`config.mk`:
```
export PLATFORM = sky130hd
export DESIGN_NAME = frac_cadence_gen
export DESIGN_NICKNAME = d
export VERILOG_FILES = /design/src/rtl/cad_pkg.sv /design/src/rtl/cad_rate_map.sv /design/src/rtl/cad_pattern_ctr.sv /design/src/rtl/frac_cadence_gen.sv
export SDC_FILE = /design/constraint.sdc
export NUM_CORES = 1
export LEC_CHECK = 0
export BUFFER_PORTS_ARGS = -buffer_cell sky130_fd_sc_hd__buf_2
export CAP_MARGIN = 15
export CORE_MARGIN = 4
export CORE_UTILIZATION = 50
export CTS_BUF_LIST = sky130_fd_sc_hd__clkbuf_2
export CTS_CLUSTER_SIZE = 8
export DETAILED_ROUTE_END_ITERATION = 8
export GPL_TIMING_DRIVEN = 0
export PLACE_DENSITY_LB_ADDON = 0.08
export SYNTH_ARGS = -nofsm -noshare
export SYNTH_HDL_FRONTEND = slang
export SYNTH_SLANG_ARGS = --single-unit
```
`constraint.sdc`:
```
create_clock -name clk -period 4.4 [get_ports clk]
set_clock_uncertainty 0.15 [all_clocks]
set_input_delay 0.88 -clock clk [delete_from_list [all_inputs] [get_ports clk]]
set_output_delay 0.88 -clock clk [all_outputs]
set_load 0.02 [all_outputs]
```
`src/rtl/cad_pkg.sv`:
```
package cad_pkg;

  // Cadence shape: number of runs, length of a long run, spacing of long runs.
  localparam int CAD_RUNS       = 13;
  localparam int CAD_LONG_LEN   = 12;
  localparam int CAD_LONG_EVERY = 3;
  localparam int MAX_UNIT_LOG2  = 2;
  localparam int BLK_W          = 3;

  localparam int RUN_W  = $clog2(CAD_RUNS);
  localparam int SLOT_W = $clog2(CAD_LONG_LEN + 1);
  localparam int SUB_W  = MAX_UNIT_LOG2;

  typedef enum logic [2:0] {
    RS_48K    = 3'd0,
    RS_96K    = 3'd1,
    RS_192K   = 3'd2,
    RS_44K1   = 3'd3,
    RS_88K2   = 3'd4,
    RS_22K05  = 3'd5,
    RS_11K025 = 3'd6,
    RS_RSVD   = 3'd7
  } rate_e;

  // Length of run idx: long every CAD_LONG_EVERY runs, last run is short.
  function automatic logic [SLOT_W-1:0] run_len(input logic [RUN_W-1:0] idx);
    if ((int'(idx) < CAD_RUNS - 1) && ((int'(idx) % CAD_LONG_EVERY) == 0))
      return SLOT_W'(CAD_LONG_LEN);
    else
      return SLOT_W'(CAD_LONG_LEN - 1);
  endfunction

endpackage

```
`src/rtl/cad_rate_map.sv`:
```
module cad_rate_map
  import cad_pkg::*;
(
  input  rate_e              rate,
  output logic               frac,
  output logic [1:0]         unit_log2,
  output logic [BLK_W-1:0]   mult
);

  always_comb begin
    frac      = 1'b0;
    unit_log2 = 2'd0;
    mult      = BLK_W'(1);
    case (rate)
      RS_96K:    mult = BLK_W'(2);
      RS_192K:   mult = BLK_W'(4);
      RS_44K1:   frac = 1'b1;
      RS_88K2:   begin frac = 1'b1; mult = BLK_W'(2); end
      RS_22K05:  begin frac = 1'b1; unit_log2 = 2'd1; end
      RS_11K025: begin frac = 1'b1; unit_log2 = 2'd2; end
      default:   mult = BLK_W'(1);
    endcase
  end

endmodule

```
`src/rtl/cad_pattern_ctr.sv`:
```
module cad_pattern_ctr
  import cad_pkg::*;
(
  input  logic       clk,
  input  logic       rst_n,
  input  logic       advance,
  input  logic [1:0] unit_log2,
  output logic       at_start,
  output logic       sample_slot
);

  logic [SUB_W-1:0]  sub_q,  sub_d;
  logic [SLOT_W-1:0] slot_q, slot_d;
  logic [RUN_W-1:0]  run_q,  run_d;
  logic [SLOT_W-1:0] len;
  logic [SUB_W-1:0]  unit_last;

  always_comb begin
    unit_last = '0;
    for (int i = 0; i < SUB_W; i++)
      if (i < int'(unit_log2)) unit_last[i] = 1'b1;
  end

  assign len         = run_len(run_q);
  assign at_start    = (sub_q == '0) && (slot_q == '0) && (run_q == '0);
  assign sample_slot = (sub_q == '0) && (slot_q < len);

  always_comb begin
    sub_d  = sub_q;
    slot_d = slot_q;
    run_d  = run_q;
    if (advance) begin
      if (sub_q == unit_last) begin
        sub_d = '0;
        if (slot_q == len) begin
          slot_d = '0;
          run_d  = (run_q == RUN_W'(CAD_RUNS - 1)) ? '0 : run_q + 1'b1;
        end else begin
          slot_d = slot_q + 1'b1;
        end
      end else begin
        sub_d = sub_q + 1'b1;
      end
    end
  end

  always_ff @(posedge clk or negedge rst_n) begin
    if (!rst_n) begin
      sub_q  <= '0;
      slot_q <= '0;
      run_q  <= '0;
    end else if (advance) begin
      sub_q  <= sub_d;
      slot_q <= slot_d;
      run_q  <= run_d;
    end
  end

  // the position inside a run never passes the trailing empty unit.
  a_r4_slot_bound: assert property (@(posedge clk) disable iff (!rst_n)
    slot_q <= len);

  // the run index stays within the thirteen-run table.
  a_r4_run_bound: assert property (@(posedge clk) disable iff (!rst_n)
    int'(run_q) < CAD_RUNS);

  // counters hold when no frame advances them.
  a_r1_hold_idle: assert property (@(posedge clk) disable iff (!rst_n)
    !advance |=> $stable(run_q) && $stable(slot_q) && $stable(sub_q));

endmodule

```
`src/rtl/frac_cadence_gen.sv`:
```
module frac_cadence_gen
  import cad_pkg::*;
(
  input  logic             clk,
  input  logic             rst_n,
  input  logic             frame_strobe,
  input  logic [2:0]       rate_sel,
  output logic [BLK_W-1:0] blk_count,
  output logic             sample_valid
);

  rate_e            active_q, active_d, eff_rate;
  logic             at_start, sample_slot;
  logic             frac;
  logic [1:0]       unit_log2;
  logic [BLK_W-1:0] mult;
  logic [BLK_W-1:0] blk_d;
  logic             valid_d;
  logic             advance;

  // A new rate code is adopted only at a pattern boundary.
  assign eff_rate = at_start ? rate_e'(rate_sel) : active_q;
  assign advance  = frame_strobe & frac;

  cad_rate_map i_map (
    .rate      (eff_rate),
    .frac      (frac),
    .unit_log2 (unit_log2),
    .mult      (mult)
  );

  cad_pattern_ctr i_ctr (
    .clk         (clk),
    .rst_n       (rst_n),
    .advance     (advance),
    .unit_log2   (unit_log2),
    .at_start    (at_start),
    .sample_slot (sample_slot)
  );

  always_comb begin
    active_d = active_q;
    blk_d    = blk_count;
    valid_d  = sample_valid;
    if (frame_strobe) begin
      active_d = eff_rate;
      blk_d    = (!frac || sample_slot) ? mult : '0;
      valid_d  = !frac || sample_slot;
    end
  end

  always_ff @(posedge clk or negedge rst_n) begin
    if (!rst_n) begin
      active_q     <= RS_48K;
      blk_count    <= '0;
      sample_valid <= 1'b0;
    end else if (frame_strobe) begin
      active_q     <= active_d;
      blk_count    <= blk_d;
      sample_valid <= valid_d;
    end
  end

  // outputs hold between frame strobes.
  a_r2_hold: assert property (@(posedge clk) disable iff (!rst_n)
    !frame_strobe |=> $stable(blk_count) && $stable(sample_valid));

  // the flag agrees with the registered count.
  a_r9_valid_match: assert property (@(posedge clk) disable iff (!rst_n)
    sample_valid == (blk_count != '0));

  // counts are only ever 0, 1, 2 or 4.
  a_r3_count_shape: assert property (@(posedge clk) disable iff (!rst_n)
    $onehot0(blk_count));

  // a strobe inside a running pattern keeps the adopted rate.
  a_r8_no_midswitch: assert property (@(posedge clk) disable iff (!rst_n)
    (frame_strobe && !at_start) |=> $stable(active_q));

endmodule

```
==> results.sh, run 1 <==
export IMPL_status="finished clean"
export IMPL_hold_viol_final=0
export IMPL_grt_max_degree=18
export IMPL_async_flop_share=1.00
export IMPL_grt_pass1_vias=1275
export IMPL_synth_seq_cells=17
export IMPL_die_h_microns=63.6
export IMPL_cts_root_buf="clkbuf_2"
export IMPL_crit_cells=16
export IMPL_syn_area_sq_um=1550
export IMPL_holdBufCountCts=0
export IMPL_p_clk_frac=0.172
export IMPL_power_w=0.000449
export IMPL_path_clk_slew_ns=0.19
export IMPL_yosys_most_used_dff="dfrtp_1"
export IMPL_cp_common_cell="ha_4"
export IMPL_cp_data_arrival_time_ns=4.28
export IMPL_antenna_left=0
export IMPL_synth_top_family_by_area="compound AO/OA/AOI/OAI gates"
export IMPL_dp_cells=217
export IMPL_numCtsBuffers=3
export IMPL_layout_nets=212
export IMPL_crit_path_end_kind="flop"
export IMPL_clock_fmax_mhz=238
export IMPL_setup_viol=0
export IMPL_drc_errors=0
export IMPL_ios=10
export IMPL_crit_required_ns=4.47
export IMPL_avgViaCountPerCell=6.26
export IMPL_rows=19
export IMPL_drtIter0Drc=87
export IMPL_p_per_area_nw_per_um2=262
export IMPL_path_delay_family="simple AND/OR/NAND/NOR gates"
export IMPL_tritoncts="built"
export IMPL_synth_edf_count=0
export IMPL_synth_compound_area_frac=0.239
export IMPL_cp_slowest_stage_delay_ns=0.67
export IMPL_final_setup_tns_ns=0
export IMPL_fillers=268
export IMPL_gp_congestion=0.889
export IMPL_wire_per_inst_microns=15.4
export IMPL_netSwitchingFraction=0.395
export IMPL_synthCells=178
export IMPL_cts_buffer_depth=2
export IMPL_htreeDepth=1
export IMPL_critical_path_class="reg -> reg"
export IMPL_power_leakage_nw=0.742
export IMPL_r2r_cells=16
export IMPL_seq_power_share=0.487
export IMPL_syn2layout_area_growth_pct=10.9
export IMPL_grt_usage=0.179
export IMPL_tightestPinTransition_ns=0.550
export IMPL_drt_wl_total_microns=3440
export IMPL_combPwrFrac=0.341
export IMPL_vdd_drop_max_mv=0.305
export IMPL_drive_above_1_share=0.188
export IMPL_cts_sink_count=17
export IMPL_synthAdderAreaFrac=0.105
export IMPL_cp_endpoint="i_ctr.run_q[0]"
export IMPL_internal_power_w=0.000272
export IMPL_r2r_end="i_ctr.run_q[0]"
export IMPL_p_switching_w=0.000177
export IMPL_vias=1396
export IMPL_max_slew_margin_rel=0.632
export IMPL_seq_area_frac_synth=0.275
export IMPL_avgSynthCellArea_sq_um=8.70
export IMPL_synth_cell_type_count=53
export IMPL_initial_core_util=0.543
export IMPL_reg2reg_from="i_ctr.run_q[3]"
export IMPL_crit_fanout=10
export IMPL_worstPathBufferInverterCount=2
export IMPL_synth_simple_area_share=0.225
export IMPL_dr_pass1_iters=4
export IMPL_finalNonFillerCells=223
export IMPL_max_cap_violations=0
export IMPL_crit_path_start="i_ctr.run_q[3]"
export IMPL_diodes=0
export IMPL_synth_xor_area_share=0.0170
export IMPL_clk_latency_ns=0.32
export IMPL_antenna_found_initial=0
export IMPL_grt_pass1_wl_microns=5870
export IMPL_rsz0062_at_grt="false"
export IMPL_syn_num_nets=197
export IMPL_path_cells="clkbuf_4 -> nor2b_4 -> ha_4 -> ha_4 -> inv_1 -> and3_1 -> xnor2_1 -> ha_2 -> a311oi_1 -> a31oi_1 -> or4b_2 -> ha_1 -> and4_4 -> nand2_2 -> a21oi_4 -> mux2_1"
export IMPL_mostFrequentLayoutCells="17 x dfrtp_1, 11 x inv_1, 11 x nor2_1, 11 x a21oi_1"
export IMPL_r2r_setup_slack_ns=0.20
export IMPL_fin_crit_sh=0.955
export IMPL_io_buffers=8
export IMPL_final_common_cell="dfrtp_1"
export IMPL_place_hpwl_microns=2520
export IMPL_min_period_ns=4.20
export IMPL_holdCritPathClass="in -> async"
export IMPL_worst_setup_path_start_kind="flop"
export IMPL_drv_slew=0
export IMPL_synth_mux_area_frac=0.0776
export IMPL_dieArea_sq_um=4050
export IMPL_core_area_sq_um=2850
export IMPL_grt_overflow_total=0
export IMPL_slowest_stage="or4b_2"
export IMPL_ys_warn_count=0
export IMPL_die_w_microns=63.6
how the worst min path moves through the flow:
stage                          from               to  slack, ns
finish                        rst_n   i_ctr.run_q[1]       0.30
global route                  rst_n  i_ctr.slot_q[3]       0.27
CTS                           rst_n   i_ctr.run_q[1]       0.30
detailed placement     blk_count[1]     blk_count[1]       0.32
global placement       blk_count[1]     blk_count[1]       0.32
floorplan           i_ctr.slot_q[3]  i_ctr.slot_q[3]       0.36
cell usage after synthesis, types with 2 or more instances:
library cell | number | area [sq um]
nand3b_1 | 2 | 15.0
a21oi_2 | 2 | 17.5
a22o_1 | 2 | 17.5
o22ai_1 | 4 | 25.0
mux2_1 | 4 | 45.0
a21o_1 | 3 | 22.5
a21boi_0 | 3 | 22.5
and3b_1 | 2 | 17.5
inv_1 | 11 | 41.3
nor2_1 | 11 | 41.3
mux2i_1 | 3 | 30.0
buf_6 | 2 | 22.5
or3b_2 | 2 | 17.5
o2bb2ai_1 | 3 | 26.3
xnor2_1 | 3 | 26.3
nand2_1 | 11 | 41.3
ha_1 | 13 | 163
nor3b_1 | 5 | 37.5
nand3_1 | 5 | 25.0
o21ai_0 | 8 | 40.0
a211o_1 | 3 | 26.3
and3_1 | 2 | 12.5
a21oi_1 | 11 | 55.1
mux2_2 | 4 | 45.0
nor2b_1 | 4 | 25.0
a31oi_1 | 3 | 18.8
nor4_1 | 2 | 12.5
nand2b_1 | 2 | 12.5
clkbuf_1 | 7 | 26.3
dfrtp_1 | 17 | 425
nor3_1 | 2 | 10.0
layout make-up:
cell class                 count  area (sq um)  share of cell area
buffer                        10          58.8              0.0343
tap                           31          38.8              0.0226
timing repair buffer          10          55.1              0.0321
clock buffer                   3          15.0             0.00875
inverter                      11          41.3              0.0241
sequential                    17           425               0.248
multi-input combinational    140          1070               0.626
clock inverter                 1          7.51             0.00437
metal layers:
layer	global-route usage	up-vias	wire length, microns
met3	0.0462	4	223
met5	0	-	0
li1	-	689	-
met2	0.272	38	1550
met4	0.0296	0	19
met1	0.255	665	1650
stage by stage:
stage	area (sq um)	setup slack, ns	utilization	hold slack [ns]
2_1_floorplan	1550	0.245	-	0.360
3_3_place_gp	1630	-0.194	0.570	0.318
3_5_place_dp	1630	-0.263	0.570	0.322
4_1_cts	1670	0.00759	0.586	0.296
5_1_grt	1720	0.00476	0.602	0.269
6_report	1720	0.197	0.602	0.298
registers in the layout, summed over array words and instances (netlist names):
signal and count:
active_q 3, blk_count 3, i_ctr.run_q 4, i_ctr.slot_q 4
i_ctr.sub_q 2, sample_valid 1
power by group through the flow:
stage | Combinational (W) | Sequential, W | Clock (W)
5_1_grt | 0.000175 | 0.000225 | 0.0000920
6_report | 0.000153 | 0.000219 | 0.0000775
4_1_cts | 0.000151 | 0.000217 | 0.0000804
3_5_place_dp | 0.000151 | 0.000220 | 0
2_1_floorplan | 0.000104 | 0.000219 | 0
3_3_place_gp | 0.000142 | 0.000219 | 0
cell families after synthesis:
group,count (synthesis)
adders and majority gates,13
DFF,17
muxes,11
and+or+nand+nor,60
xor gates and xnor gates,3
buffers and inverters,21
AOI/OAI and AO/OA,53
repair_timing:
action                     in CTS  in global routing
buffers inserted                0                  2
gates resized for setup         7                  8
setup endpoints to repair       6                  8
Power figures use the tool's default switching activity.
==> run 2, diff against run 1 <==
==> constraint.sdc (replaced) <==
create_clock -name clk -period 4.4 [get_ports clk]
set_clock_uncertainty 0.15 [all_clocks]
set_input_delay 0.44 -clock clk [delete_from_list [all_inputs] [get_ports clk]]
set_output_delay 0.44 -clock clk [all_outputs]
set_load 0.02 [all_outputs]
==> run 2 against run 1 <==
  * Sequential cell count stayed put
  * Critical path depth stayed put
  * Final cell count is 0.45% higher
  * Largest cell class unchanged
==> results.sh, run 2 (synthesis gave the netlist of run 1 again) <==
export IMPL_io_buffers=8
export IMPL_clock_fmax_mhz=238
export IMPL_vdd_drop_max_mv=0.304
export IMPL_layout_nets=213
export IMPL_postPlaceCellArea_sq_um=1630
export IMPL_htreeDepth=1
export IMPL_setup_viol=0
export IMPL_holdCritPathClass="in -> reg"
export IMPL_max_slew_margin_rel=0.630
export IMPL_worstPathBufferInverterCount=2
export IMPL_cts_root_buf="clkbuf_2"
export IMPL_stdcell_area_sq_um=1730
export IMPL_path_cells="clkbuf_4 -> nor2b_4 -> ha_4 -> ha_4 -> inv_1 -> and3_1 -> xnor2_1 -> ha_2 -> a311oi_1 -> a31oi_1 -> or4b_2 -> ha_1 -> and4_4 -> nand2_2 -> a21oi_4 -> mux2_1"
export IMPL_hold_viol_final=0
export IMPL_initial_core_util=0.543
export IMPL_crit_path_end_kind="flop"
export IMPL_grt_usage=0.179
export IMPL_die_h_microns=63.6
export IMPL_path_delay_family="simple AND/OR/NAND/NOR gates"
export IMPL_cp_common_cell="ha_4"
export IMPL_max_cap_violations=0
export IMPL_wire_per_inst_microns=15.3
export IMPL_power_leakage_nw=0.746
export IMPL_slowest_stage="or4b_2"
export IMPL_place_hpwl_microns=2520
export IMPL_worst_setup_path_start_kind="flop"
export IMPL_reg_largest_list="i_ctr.run_q: 4 flops, i_ctr.slot_q: 4 flops"
export IMPL_r2r_setup_slack_ns=0.20
export IMPL_cts_buffer_depth=2
export IMPL_fin_crit_sh=0.955
export IMPL_cp_data_arrival_time_ns=4.28
export IMPL_grt_overflow_total=0
export IMPL_min_period_ns=4.20
export IMPL_grt_pass1_wl_microns=5900
export IMPL_drc_errors=0
export IMPL_clk_latency_ns=0.32
export IMPL_crit_required_ns=4.48
export IMPL_vias=1370
export IMPL_die_w_microns=63.6
export IMPL_tritoncts="built"
export IMPL_drtIter0Drc=83
export IMPL_grt_pass1_vias=1285
export IMPL_numCtsBuffers=3
export IMPL_critical_path_class="reg -> reg"
export IMPL_cts_sink_count=17
export IMPL_antenna_found_initial=0
export IMPL_syn2layout_area_growth_pct=11.6
export IMPL_final_common_cell="dfrtp_1"
export IMPL_grt_max_degree=18
export IMPL_mostFrequentLayoutCells="17 x dfrtp_1, 11 x inv_1, 11 x nor2_1, 11 x a21oi_1"
export IMPL_avgViaCountPerCell=6.12
export IMPL_final_setup_tns_ns=0
export IMPL_drv_slew=0
export IMPL_crit_fanout=10
export IMPL_rsz0062_at_grt="false"
export IMPL_rows=19
export IMPL_cp_slowest_stage_delay_ns=0.67
export IMPL_dr_pass1_iters=4
export IMPL_drt_wl_total_microns=3440
export IMPL_ios=10
export IMPL_status="finished clean"
export IMPL_dieArea_sq_um=4050
export IMPL_p_per_area_nw_per_um2=260
export IMPL_gp_congestion=0.889
export IMPL_diodes=0
export IMPL_antenna_left=0
export IMPL_drive_above_1_share=0.187
export IMPL_tightestPinTransition_ns=0.553
export IMPL_power_w=0.000450
export IMPL_path_clk_slew_ns=0.18
export IMPL_core_area_sq_um=2850
==> run 2: repair_timing <==
| action | 4_1_cts | 5_1_grt |
|---|---|---|
| buffers inserted | 0 | 2 |
| gates resized for setup | 7 | 8 |
| hold endpoints to repair | 17 | 0 |
| setup endpoints to repair | 6 | 9 |
| hold buffers | 1 | 0 |
==> run 2: metal layers <==
metal | track usage | part of all wire | up-vias
met4 | 0.0323 | 0.0055 | 0
met3 | 0.0480 | 0.047 | 4
met1 | 0.250 | 0.50 | 651
li1 | - | - | 690
met5 | 0 | 0 | -
met2 | 0.278 | 0.45 | 25
==> run 2: layout make-up <==
type | instances | area (sq um)
inverter | 11 | 41.3
clock inverter | 1 | 7.51
fill | 269 | 1130
timing repair buffer | 11 | 65.1
buffer | 10 | 58.8
multi-input combinational | 140 | 1070
clock buffer | 3 | 15.0
sequential | 17 | 425
tap | 31 | 38.8
==> run 2: path summary, 6_finish.rpt <==
kind                                      from              to  depth (start not counted)
worst max-delay path            i_ctr.run_q[3]  i_ctr.run_q[0]                         16
worst min-delay path               rate_sel[2]     active_q[2]                          2
worst max register to register  i_ctr.run_q[3]  i_ctr.run_q[0]                         16
worst min register to register    blk_count[1]    blk_count[1]                          1
max in group asynchronous                rst_n  i_ctr.run_q[0]                          2
min in group asynchronous                rst_n  i_ctr.run_q[1]                          2
==> run 2: where the power goes <==
group	internal, W	switching (W)	total, W
combinational	0.0000676	0.0000859	0.000153
clock	0.0000212	0.0000569	0.0000781
sequential	0.000184	0.0000343	0.000218
==> run 2: stage by stage <==
| step | utilization | hold slack [ns] | cells | worst slack, ns |
|---|---|---|---|---|
| after floorplan | - | -0.00559 | 178 | 0.245 |
| after global placement | 0.570 | 0.237 | 217 | -0.194 |
| after detailed placement | 0.570 | 0.241 | 217 | -0.263 |
| after CTS | 0.589 | 0.287 | 222 | 0.00759 |
| after global routing | 0.605 | 0.261 | 224 | 0.0134 |
| final | 0.605 | 0.284 | 224 | 0.198 |
==> run 3, diff against run 2 <==
--- a/config.mk
+++ b/config.mk
@@ -7,10 +7,11 @@
 export LEC_CHECK = 0
 export BUFFER_PORTS_ARGS = -buffer_cell sky130_fd_sc_hd__buf_2
 export CAP_MARGIN = 15
-export CORE_MARGIN = 4
+export CORE_ASPECT_RATIO = 0.5
+export CORE_MARGIN = 3
 export CORE_UTILIZATION = 50
 export CTS_BUF_LIST = sky130_fd_sc_hd__clkbuf_2
-export CTS_CLUSTER_SIZE = 8
+export CTS_CLUSTER_SIZE = 20
 export DETAILED_ROUTE_END_ITERATION = 8
 export GPL_TIMING_DRIVEN = 0
 export PLACE_DENSITY_LB_ADDON = 0.08
==> run 3 against run 2 <==
  * Global-route usage up 0.80 points
  * Combinational power about the same
  * Worst setup slack better by 0.18 ns
  * Sequential cell count unchanged
  * Clock power down 4.6%
  * Critical endpoint is now i_ctr.run_q[1]
  * Largest cell class unchanged
==> results.sh, run 3 (synthesis gave the netlist of run 1 again) <==
export IMPL_place_hpwl_microns=2440
export IMPL_grt_pass1_wl_microns=5800
export IMPL_fin_crit_sh=0.915
export IMPL_clk_latency_ns=0.30
export IMPL_tightestPinTransition_ns=0.533
export IMPL_tritoncts="built"
export IMPL_multi_input_area_sq_um=1080
export IMPL_path_clk_slew_ns=0.17
export IMPL_vdd_drop_max_mv=0.190
export IMPL_grt_overflow_total=0
export IMPL_drtIter0Drc=54
export IMPL_crit_fanout=10
export IMPL_dieArea_sq_um=3840
export IMPL_io_buffers=8
export IMPL_min_period_ns=4.02
export IMPL_fin_util=0.622
export IMPL_mostFrequentLayoutCells="17 x dfrtp_1, 11 x inv_1, 11 x nor2_1, 11 x a21oi_1"
export IMPL_reg_largest_list="i_ctr.run_q: 4 flops, i_ctr.slot_q: 4 flops"
export IMPL_final_common_cell="dfrtp_1"
export IMPL_htreeDepth=1
export IMPL_max_cap_violations=0
export IMPL_crit_path_end_kind="flop"
export IMPL_grt_usage=0.187
export IMPL_hold_viol_final=0
export IMPL_holdCritPathClass="in -> reg"
export IMPL_initial_core_util=0.560
export IMPL_gp_congestion=0.904
export IMPL_diodes=0
export IMPL_wire_per_inst_microns=15.0
export IMPL_grt_pass1_vias=1336
export IMPL_rsz0062_at_grt="false"
export IMPL_grt_max_degree=18
export IMPL_antenna_left=0
export IMPL_p_per_area_nw_per_um2=260
export IMPL_post_cts_buffers=0
export IMPL_setup_viol=0
export IMPL_final_setup_tns_ns=0
export IMPL_vias=1380
export IMPL_max_slew_margin_rel=0.635
export IMPL_highest_layer="met4"
export IMPL_cts_sink_count=17
export IMPL_drv_slew=0
export IMPL_crit_required_ns=4.45
export IMPL_status="finished clean"
export IMPL_core_area_sq_um=2770
export IMPL_stdcell_area_sq_um=1720
export IMPL_worstPathBufferInverterCount=2
export IMPL_cp_data_arrival_time_ns=4.08
export IMPL_cts_buffer_depth=2
export IMPL_dr_pass1_iters=4
export IMPL_antenna_found_initial=0
export IMPL_slowest_stage="or4b_4"
export IMPL_path_delay_family="simple AND/OR/NAND/NOR gates"
export IMPL_layout_nets=211
export IMPL_syn2layout_area_growth_pct=11.1
export IMPL_detail_route_wirelength_met1_microns=1810
export IMPL_regArea_sq_um=425
export IMPL_clock_fmax_mhz=249
export IMPL_rows=13
export IMPL_die_w_microns=84.7
export IMPL_cts_root_buf="clkbuf_2"
export IMPL_worst_setup_path_start_kind="flop"
export IMPL_ios=10
export IMPL_die_h_microns=45.3
export IMPL_drt_wl_total_microns=3410
export IMPL_cp_slowest_stage_delay_ns=0.51
export IMPL_dr_wl_met3_microns=104
export IMPL_drive_above_1_share=0.183
export IMPL_drc_errors=0
export IMPL_path_cells="clkbuf_4 -> nor2b_4 -> ha_4 -> ha_4 -> inv_1 -> and3_1 -> xnor2_1 -> ha_2 -> a21oi_1 -> a21oi_1 -> o21ai_0 -> or4b_4 -> ha_1 -> and4_4 -> nand2_2 -> a21oi_2 -> mux2_1"
export IMPL_avgViaCountPerCell=6.05
export IMPL_postPlaceCellArea_sq_um=1630
export IMPL_wl_met2_microns=1480
export IMPL_numCtsBuffers=3
export IMPL_critical_path_class="reg -> reg"
export IMPL_power_leakage_nw=0.743
export IMPL_fillers=246
## run 3: cell types whose count changed in the layout (fill, tap and decap cells not counted), sizes merged
cell / previous run / this run
clkinvlp: 1 / 0
clkbuf: 11 / 12
buf: 12 / 10
## run 3: layout make-up
type                       count  share of cell area
multi-input combinational    140               0.627
inverter                      11              0.0240
timing repair buffer           9              0.0291
sequential                    17               0.247
clock buffer                   4              0.0116
tap                           37              0.0269
buffer                        10              0.0342
## run 3: report_power, final
part	switching, W	internal, W	total (W)
clock	0.0000504	0.0000241	0.0000745
combinational	0.0000857	0.0000675	0.000153
sequential	0.0000362	0.000184	0.000220
total	0.000172	0.000275	0.000448
## run 3: path summary, 6_finish.rpt
kind / startpoint / to / slack, ns / cells after the start
setup / recovery: i_ctr.run_q[3] / i_ctr.run_q[1] / 0.38 / 17
hold / removal: rate_sel[2] / active_q[2] / 0.33 / 2
setup reg to reg: i_ctr.run_q[3] / i_ctr.run_q[1] / 0.38 / 17
hold reg to reg: blk_count[1] / blk_count[1] / 0.36 / 1
max in group asynchronous: rst_n / i_ctr.sub_q[1] / 3.39 / 2
min in group asynchronous: rst_n / active_q[1] / 0.42 / 2
## run 3: per-layer routing
| layer | track usage | vias to the layer above |
|---|---|---|
| li1 | - | 690 |
| met1 | 0.258 | 660 |
| met2 | 0.309 | 26 |
| met3 | 0.0346 | 4 |
| met4 | 0.0473 | 0 |
| met5 | 0 | - |
## run 3: repair_timing
item | 4_1_cts | 5_1_grt
hold buffers | 1 | 0
endpoints found under the hold margin | 17 | 0
endpoints found under the setup margin | 9 | 8
cloned | 0 | 0
resized for setup | 8 | 8
## run 3: worst register-to-register path: cells and delay by family, from the launching register on
family	cells	cell delay [ns]
mux	1	0.34
simple gates	5	1.23
flops	1	0.43
xor+xnor	1	0.14
compound gates	4	0.49
fa+ha+maj	4	0.87
buf+inv	2	0.28
## run 3: metrics by stage
step                setup slack (ns)  power [W]  instances  hold slack (ns)
detailed placement            -0.300   0.000368        223            0.240
floorplan                      0.245   0.000322        178         -0.00559
finish                         0.376   0.000448        228            0.329
CTS                           0.0290   0.000444        228            0.303
global placement              -0.242   0.000361        223            0.239
global route                   0.120   0.000483        228            0.302
